### config.mk
export PLATFORM = sky130hd
export DESIGN_NAME = xbar_stable_match
export DESIGN_NICKNAME = d
export VERILOG_FILES = /design/src/rtl/xbar_stable_match.sv
export SDC_FILE = /design/constraint.sdc
export NUM_CORES = 1
export LEC_CHECK = 0
export BUFFER_PORTS_ARGS = -buffer_cell sky130_fd_sc_hd__buf_2
export CORE_MARGIN = 5
export CORE_UTILIZATION = 56
export CTS_CLUSTER_SIZE = 24
export DETAILED_ROUTE_END_ITERATION = 16
export GPL_ROUTABILITY_DRIVEN = 1
export PLACE_DENSITY = 0.86
export SYNTH_ARGS = -nofsm -noshare
export SYNTH_HDL_FRONTEND = slang
export SYNTH_SLANG_ARGS = --single-unit
### constraint.sdc
create_clock -name clk -period 20.9 [get_ports clk]
set_clock_uncertainty 0.05 [all_clocks]
set_input_delay 5.225 -clock clk [delete_from_list [all_inputs] [get_ports clk]]
set_output_delay 5.225 -clock clk [all_outputs]
set_load 0.02 [all_outputs]
### src/rtl/xbar_stable_match.sv
module xbar_stable_match #(
  parameter int N = 4
) (
  input  logic                  clk,
  input  logic                  rst_n,
  input  logic                  start,
  input  logic [N*N-1:0]        req,
  input  logic [N*N*((N>1)?$clog2(N):1)-1:0] in_rank,
  input  logic [N*N*((N>1)?$clog2(N):1)-1:0] out_rank,
  output logic                  busy,
  output logic                  done,
  output logic                  phase,
  output logic [N*N-1:0]        grant
);
  localparam int IW = (N > 1) ? $clog2(N) : 1;
  localparam int RW = IW;
  localparam int NN = N * N;
  localparam int CW = $clog2(NN + 2);

  logic              busy_q, done_q, phase_q, slot_q;
  logic [NN-1:0]     req_q, tried_q, grant_q;
  logic [NN*RW-1:0]  ir_q, or_q;
  logic [N-1:0]      own_v;
  logic [IW-1:0]     own_i [N];
  logic [CW-1:0]     rcnt;

  logic [N-1:0]      in_m, prop_v, nx_v;
  logic [IW-1:0]     prop_o [N];
  logic [IW-1:0]     nx_i [N];
  logic [RW-1:0]     br [N];
  logic [NN-1:0]     nx_tried, nx_grant;

  assign busy  = busy_q;
  assign done  = done_q;
  assign phase = phase_q;
  assign grant = grant_q;

  always_comb begin
    in_m = '0;
    for (int j = 0; j < N; j++)
      if (own_v[j]) in_m[own_i[j]] = 1'b1;

    for (int i = 0; i < N; i++) begin
      prop_v[i] = 1'b0;
      prop_o[i] = '0;
      br[i]     = '0;
      for (int j = 0; j < N; j++) begin
        if (!in_m[i] && req_q[i*N+j] && !tried_q[i*N+j] &&
            (!prop_v[i] || ir_q[(i*N+j)*RW +: RW] < br[i])) begin
          prop_v[i] = 1'b1;
          prop_o[i] = IW'(j);
          br[i]     = ir_q[(i*N+j)*RW +: RW];
        end
      end
    end

    nx_tried = tried_q;
    for (int i = 0; i < N; i++)
      if (prop_v[i]) nx_tried[i*N + int'(prop_o[i])] = 1'b1;

    for (int j = 0; j < N; j++) begin
      nx_v[j] = own_v[j];
      nx_i[j] = own_i[j];
      for (int i = 0; i < N; i++) begin
        if (prop_v[i] && prop_o[i] == IW'(j) &&
            (!nx_v[j] ||
             or_q[(j*N+i)*RW +: RW] < or_q[(j*N + int'(nx_i[j]))*RW +: RW])) begin
          nx_v[j] = 1'b1;
          nx_i[j] = IW'(i);
        end
      end
    end

    nx_grant = '0;
    for (int j = 0; j < N; j++)
      if (own_v[j]) nx_grant[j*N + int'(own_i[j])] = 1'b1;
  end

  always_ff @(posedge clk or negedge rst_n) begin
    if (!rst_n) begin
      busy_q  <= 1'b0;
      done_q  <= 1'b0;
      phase_q <= 1'b0;
      slot_q  <= 1'b0;
      req_q   <= '0;
      tried_q <= '0;
      grant_q <= '0;
      ir_q    <= '0;
      or_q    <= '0;
      own_v   <= '0;
      rcnt    <= '0;
      for (int j = 0; j < N; j++) own_i[j] <= '0;
    end else begin
      done_q <= 1'b0;
      if (!busy_q) begin
        if (start) begin
          req_q   <= req;
          ir_q    <= in_rank;
          or_q    <= out_rank;
          tried_q <= '0;
          own_v   <= '0;
          busy_q  <= 1'b1;
          rcnt    <= '0;
        end
      end else begin
        rcnt <= rcnt + 1'b1;
        if (|prop_v) begin
          tried_q <= nx_tried;
          own_v   <= nx_v;
          for (int j = 0; j < N; j++) own_i[j] <= nx_i[j];
        end else begin
          busy_q  <= 1'b0;
          done_q  <= 1'b1;
          grant_q <= nx_grant;
          phase_q <= slot_q;
          slot_q  <= ~slot_q;
        end
      end
    end
  end

  logic [NN-1:0] req_t;
  for (genvar j = 0; j < N; j++) begin : g_out
    for (genvar i = 0; i < N; i++) begin : g_in
      assign req_t[j*N+i] = req_q[i*N+j];
    end
    assert_out_onehot_R2: assert property (@(posedge clk) disable iff (!rst_n)
      $onehot0(grant_q[j*N +: N]));
  end

  for (genvar i = 0; i < N; i++) begin : g_col
    logic [N-1:0] col;
    for (genvar j = 0; j < N; j++) begin : g_bit
      assign col[j] = grant_q[j*N+i];
    end
    assert_in_single_R3: assert property (@(posedge clk) disable iff (!rst_n)
      $onehot0(col));
  end

  assert_grant_requested_R4: assert property (@(posedge clk) disable iff (!rst_n)
    done_q |-> ((grant_q & ~req_t) == '0));

  assert_round_bound_R8: assert property (@(posedge clk) disable iff (!rst_n)
    busy_q |-> (rcnt <= CW'(NN)));

  assert_done_pulse_R8: assert property (@(posedge clk) disable iff (!rst_n)
    done_q |=> !done_q);

  assert_grant_hold_R11: assert property (@(posedge clk) disable iff (!rst_n)
    !$stable(grant_q) |-> done_q);

  assert_phase_moves_R9: assert property (@(posedge clk) disable iff (!rst_n)
    !$stable(phase_q) |-> done_q);
endmodule

# --- Yosys cells after proc, flatten, opt, wreduce, memory -nomap -nowiden ---
# Index checks and enable logic that the tools add are counted.
word_totals:
  out_inout_bits: 19
  regBits: 128
classes:
  add_sub_neg: 15
  n_lt_le_gt_ge: 52
  n_shift: 16
  muxes: 119
  reduce_logical: 174
  bitwise_logic: 13
  eq_ne: 13
ops:
  columns: ["operator", "count"]
  rows:
  - ["$shiftx A32 B7 Y2", 6]
  - ["$mux W16", 10]
  - ["$shiftx A32 B4 Y2", 4]
  - ["$or A16 B16 Y16", 6]
  - ["$shiftx A32 B32 Y2", 3]
  - ["$shiftx A32 B6 Y2", 3]
  - ["$logic_and A1 B1 Y1", 88]
  - ["$mux W2", 36]
  - ["$lt A2 B2 Y1", 28]
  - ["$mux W1", 53]
  - ["$add A4 B2 Y5 const A", 10]
  - ["$logic_not A1 Y1", 48]
  - ["$mux W4", 8]
  - ["$logic_or A1 B1 Y1", 28]
  - ["$demux W1 S4", 6]
  - ["$add A3 B2 Y4 const A", 5]
  - ["$ge A5 B1 Y1 const B", 4]
  - ["$lt A5 B5 Y1 const B", 4]
  - ["$eq A2 B2 Y1 const B", 8]
  - ["$or A16 B4 Y16", 1]
  - ["$demux W1 S2", 6]
  - ["$ge A2 B1 Y1 const B", 6]
  - ["$lt A2 B3 Y1 const B", 4]
  - ["$or A4 B4 Y4", 3]
  - ["other kinds (10)", 24]

# --- Longest topological paths before layout ---
depth:
  word_depth: 51
  depth_mapped: 46
  ltp_nobuf: 45

# --- Worst setup path before layout ---
# Ideal clock, no wire load.
synth_timing:
  kind: "reg-to-reg"
  start: "register own_v[3]"
  end: "register own_i[5] (netlist bit)"
  stages_incl_launch_ff: 44
  required_ns: 20.773
  arrival_time_ns: 8.321
  path_slack_ns: 12.451
  setup_ns: 0.077
  path_cell_list: "dfrtp_1 nor3b_1 nor4_1 nand3_1 ha_1 nor2_1 o31ai_1 nor2_1 nor2_1 a21oi_1 ha_1 o22a_1 nor2_1 o21ai_0 mux2_2 ha_1 or2_2 a2111oi_4 [8 not listed] a21oi_1 a311oi_1 o21a_1 a32oi_1 o21ai_0 ha_1 a21oi_1 a21o_1 nand2_1 a31oi_1 o22ai_1 ha_1 nor2_1 nand2_1 a21o_1 o31ai_1 a31oi_1 a21oi_1"
synth_via:
  elab_chain_len: 39
  word_cells_on_any_way: 161
  cone_classes: "add/sub: 3; order compare: 15; eq/ne: 4; shift: 3; mux: 48; reduce/logical: 88"
synth_lines:
  columns: ["item", "line", "rtl"]
  rows:
  - ["start, declared", "23", "logic [N-1:0] own_v;"]
  - ["start signal, assigned", "109", "own_v <= nx_v;"]
  - ["$mux W4 (*)", "41", "if (own_v[j]) in_m[own_i[j]] = 1'b1;"]
  - ["$logic_not A1 Y1", "48", "if (!in_m[i] && req_q[i*N+j] && !tried_q[i*N+j] &&"]
  - ["$logic_and A1 B1 Y1 (2 in a row)", "48", null]
  - ["$mux W2 or $mux W1 (tied branches)", "48", null]
  - ["$lt A2 B2 Y1 or $logic_not A1 Y1 (tied branches)", "49", "(!prop_v[i] || ir_q[(i*N+j)*RW +: RW] < br[i])) begin"]
  - ["$logic_or A1 B1 Y1", "49", null]
  - ["$logic_and A1 B1 Y1", "48", null]
  - ["$mux W2 or $mux W1 (tied branches)", "48", null]
  - ["[22 not listed]", null, null]
  - ["$logic_and A1 B1 Y1", "65", "if (prop_v[i] && prop_o[i] == IW'(j) &&"]
  - ["$mux W2", "65", null]
  - ["$add A3 B2 Y4", "67", "or_q[(j*N+i)*RW +: RW] < or_q[(j*N + int'(nx_i[j]))*RW +: RW])) begin"]
  - ["$shiftx A32 B6 Y2", "67", null]
  - ["$lt A2 B2 Y1", "67", null]
  - ["$logic_or A1 B1 Y1", "66", "(!nx_v[j] ||"]
  - ["$logic_and A1 B1 Y1", "65", null]
  - ["$mux W2", "65", null]
  - ["end, declared", "24", "logic [IW-1:0] own_i [N];"]
# Mark *: on every way between the ends. The rest lies on a longest branch, timed or not.
# A chain may end at the register's enable or synchronous reset.

# --- Worst setup path in the final report ---
layout_timing:
  start: "register own_i[3] (netlist bit)"
  end: "register own_i[5] (netlist bit)"
layout_via:
  elab_chain_len: 46
  word_cells_on_any_way: 169
  cone_classes: "add/sub: 3; order compare: 17; eq/ne: 4; shift: 3; mux: 51; bitwise: 2; reduce/logical: 89"
layout_lines:
  columns: ["item", "line"]
  rows:
  - ["$lt A2 B3 Y1 (not written as such) or $ge A2 B1 Y1 (tied branches)", "41"]
  - ["$logic_and A1 B1 Y1 (not written as such)", "41"]
  - ["$mux W1 (not written as such)", "41"]
  - ["$demux W1 S2 (*)", "41"]
  - ["$or A4 B4 Y4 (no source line) (*)", null]
  - ["$mux W4 (*)", "41"]
  - ["$or A4 B4 Y4 (no source line)", null]
  - ["$mux W4 (*)", "41"]
  - ["[30 not listed]", null]
  - ["$logic_and A1 B1 Y1", "65"]
  - ["$mux W2", "65"]
  - ["$add A3 B2 Y4", "67"]
  - ["$shiftx A32 B6 Y2", "67"]
  - ["$lt A2 B2 Y1", "67"]
  - ["$logic_or A1 B1 Y1", "66"]
  - ["$logic_and A1 B1 Y1", "65"]
  - ["$mux W2", "65"]
# Marks and branches as above.

==> reports/metrics.cfg <==
[timing]
final_hold_viol_count=0
grt_setup_unrepaired=no
slew_headroom=0.259
finalMaxSlewViolations=0
final_period_minus_worst_setup_slack_ps=10180
finalHoldWorstSlack_ps=429
fin_crit_sh=0.487
fmax_mhz=98.2
setup-violations-final=0
final.setup.tns_ps=0
worst_tran_pin_value_ps=1100

[finish]
most-common-layout-cells=nand2_1, dfrtp_1, buf_2, nor2_1, o21ai_0
area_delta_synth_final_pct=14.9
diodes=0
num-nets-final=1179
drive_above_1_share=0.179
area.sequential_um2=3200
area_used_by_multi_input_combinational_logic_um2=4690
post-route-cell-area_um2=9380
layout_commonest_cell=nand2_1
fillers=1225

[synthesis]
synthesis.yosys.warnings=0
ys.flop_type=dfrtp_1
synth_largest_type_area_fraction=0.393
async_reset_ff_frac=1.00
netlist_top_cells_area=dfrtp_1, nand2_1, ha_1, o21ai_0, nor2_1
yosysSeqAreaShare=0.393
post_synth_inst_count=979
synth_area_um2=8160
syn_avg_cell_area_um2=8.34
post_synth_num_cell_types=86
number_of_enable_flip_flop_cells_after_synthesis=0
syn_nets=1090
register_bit_total_from_synthesis=128
synthDominantAreaCellType=dfrtp_1

[clock_network]
clock_tree_from_tritoncts=built
cts_htree_levels=4
cts.hold.buffers_added=0
post_cts.resized_instances=0
clock_tree.root_cell=clkbuf_16
clkTransAtPathRegs_ps=60
cts_post_setup_buffers_inserted=0
clk_latency_ps=420
cts_max_path_buffers=2
cts_sinks=128
cts-buffers-inserted=17

[min_path]
hold_path.startpoint=req_q[15]
min-delay-path-class=reg2reg

[setup_path]
setup.worst_path.start=own_i[3]
timing_worst_setup_path_type=reg2reg
cp_slowest_stage_delay_ps=810
r2r-start=own_i[3]
critical_path.startpoint_type=flip-flop
worst_ep_arrival_time_ps=10480
critical-path-slowest-cell=nor4_1
worstPathMaxFanout=13
end_kind=flip-flop
critical_path_required_ps=21200

[power_and_ir_drop]
leakage_nw=4.55
p_total_mw=1.89
power_per_cell_area_nw_per_um2=202
vdd_ir_drop_max_mv=0.0759

[floorplan]
pin_count=102
die_area_um2=17100
coreArea_um2=14400
dieHeight_um=131
std_cell_rows=44
initial_utilization=0.566
chipWidth_um=131

[outcome]
run_status=completed

[drt]
post_drt_via_cell_ratio=5.92
drt_drc_violations_left=0
drtPass1Iterations=5
wl_per_cell_um=17.0
vias=7492
ant_nets=0
detailedRoute.firstIterationViolations=512
total_detailed_routing_wirelength_mm=21.5

[grt]
groute.usage.overall=0.260
grt_pass1_wl_mm=34.9
vias_in_the_first_global_route=7078
globalRouteOverflowTotal=0
grt_max_degree=68
antenna_found_initial=0

[placed_design]
port_buffers=101
finalWeightedCongestion=0.954
place_hpwl_mm=15.7
placedInstanceArea_um2=8800

[run]
timing.max_cap.violations=0

-- metal layers --
layer / track usage / share of wire / up-vias
met4: 0.0859 / 0.023 / 0
met3: 0.0642 / 0.078 / 51
met2: 0.417 / 0.47 / 320
li1: - / - / 3613
met1: 0.347 / 0.43 / 3508
met5: 0 / 0 / -
-- cell usage after synthesis (9+ instances only) --
master	count
mux2i_1	12
o21a_1	11
nand2b_1	25
a21o_1	9
nand3_1	19
nor3_1	15
mux2_2	20
dfrtp_1	128
nand2_1	281
a31oi_1	14
o22ai_1	9
inv_1	33
a21oi_1	45
nor2b_1	20
clkbuf_1	26
ha_1	28
o21ai_0	54
o211ai_1	10
nor2_1	67
-- cells by family (layout without fill, tap and decap cells) --
| group | after synthesis | count (layout) | share of synthesized area |
|---|---|---|---|
| and+or+nand+nor | 483 | 483 | 0.270 |
| AOI/OAI and AO/OA | 232 | 232 | 0.205 |
| xor gates and xnor gates | 1 | 1 | 0.00107 |
| muxes | 37 | 37 | 0.0547 |
| buffers and inverters | 70 | 172 | 0.0339 |
| DFF | 128 | 128 | 0.393 |
| adders and majority gates | 28 | 28 | 0.0429 |
-- critical path: cells and delay by family (launching register included) --
kind	cells	cell delay, ps
flip-flops	1	590
AND/OR/NAND/NOR	13	2840
adder cells (fa/ha/maj)	6	1520
multiplexers	2	500
AO/OA/AOI/OAI	22	4630
-- power breakdown --
part | leakage [nW] | switching [mW] | internal (mW) | total (mW)
Sequential | 1.60 | 0.142 | 0.362 | 0.503
Combinational | 2.66 | 0.655 | 0.440 | 1.10
Clock | 0.286 | 0.108 | 0.184 | 0.292
-- registers in the layout, indices dropped and copies added (netlist names) --
signal / cells
ir_q: 32
or_q: 32
phase: 1
done: 1
own_v: 4
slot_q: 1
req_q: 16
busy: 1
own_i: 8
tried_q: 16
grant: 16
-- cell type report --
type,instances,area share
repair buffers,106,0.0582
clock buffers,22,0.0506
flip-flops and latches,128,0.341
multi-input cells,781,0.500
inverters,34,0.0136
clock inverters,10,0.0116
well taps,184,0.0245
-- per-stage QoR --
step           setup slack [ps]   util  std cells
2_1_floorplan             12450      -        979
3_3_place_gp              11270  0.610       1233
3_5_place_dp              10980  0.610       1233
4_1_cts                   10900  0.650       1265
5_1_grt                    9670  0.650       1265
6_report                  10720  0.650       1265
-- final timing paths --
kind	slack, ps	endpoint	cells past startpoint
setup / recovery	10720	own_i[5]	43
hold / removal	430	req_q[15]	2
setup reg to reg	10720	own_i[5]	43
hold reg to reg	430	req_q[15]	2
max in group asynchronous	14630	grant[7]	2
min in group asynchronous	4840	ir_q[15]	1
(Power assumes the default switching activity.)
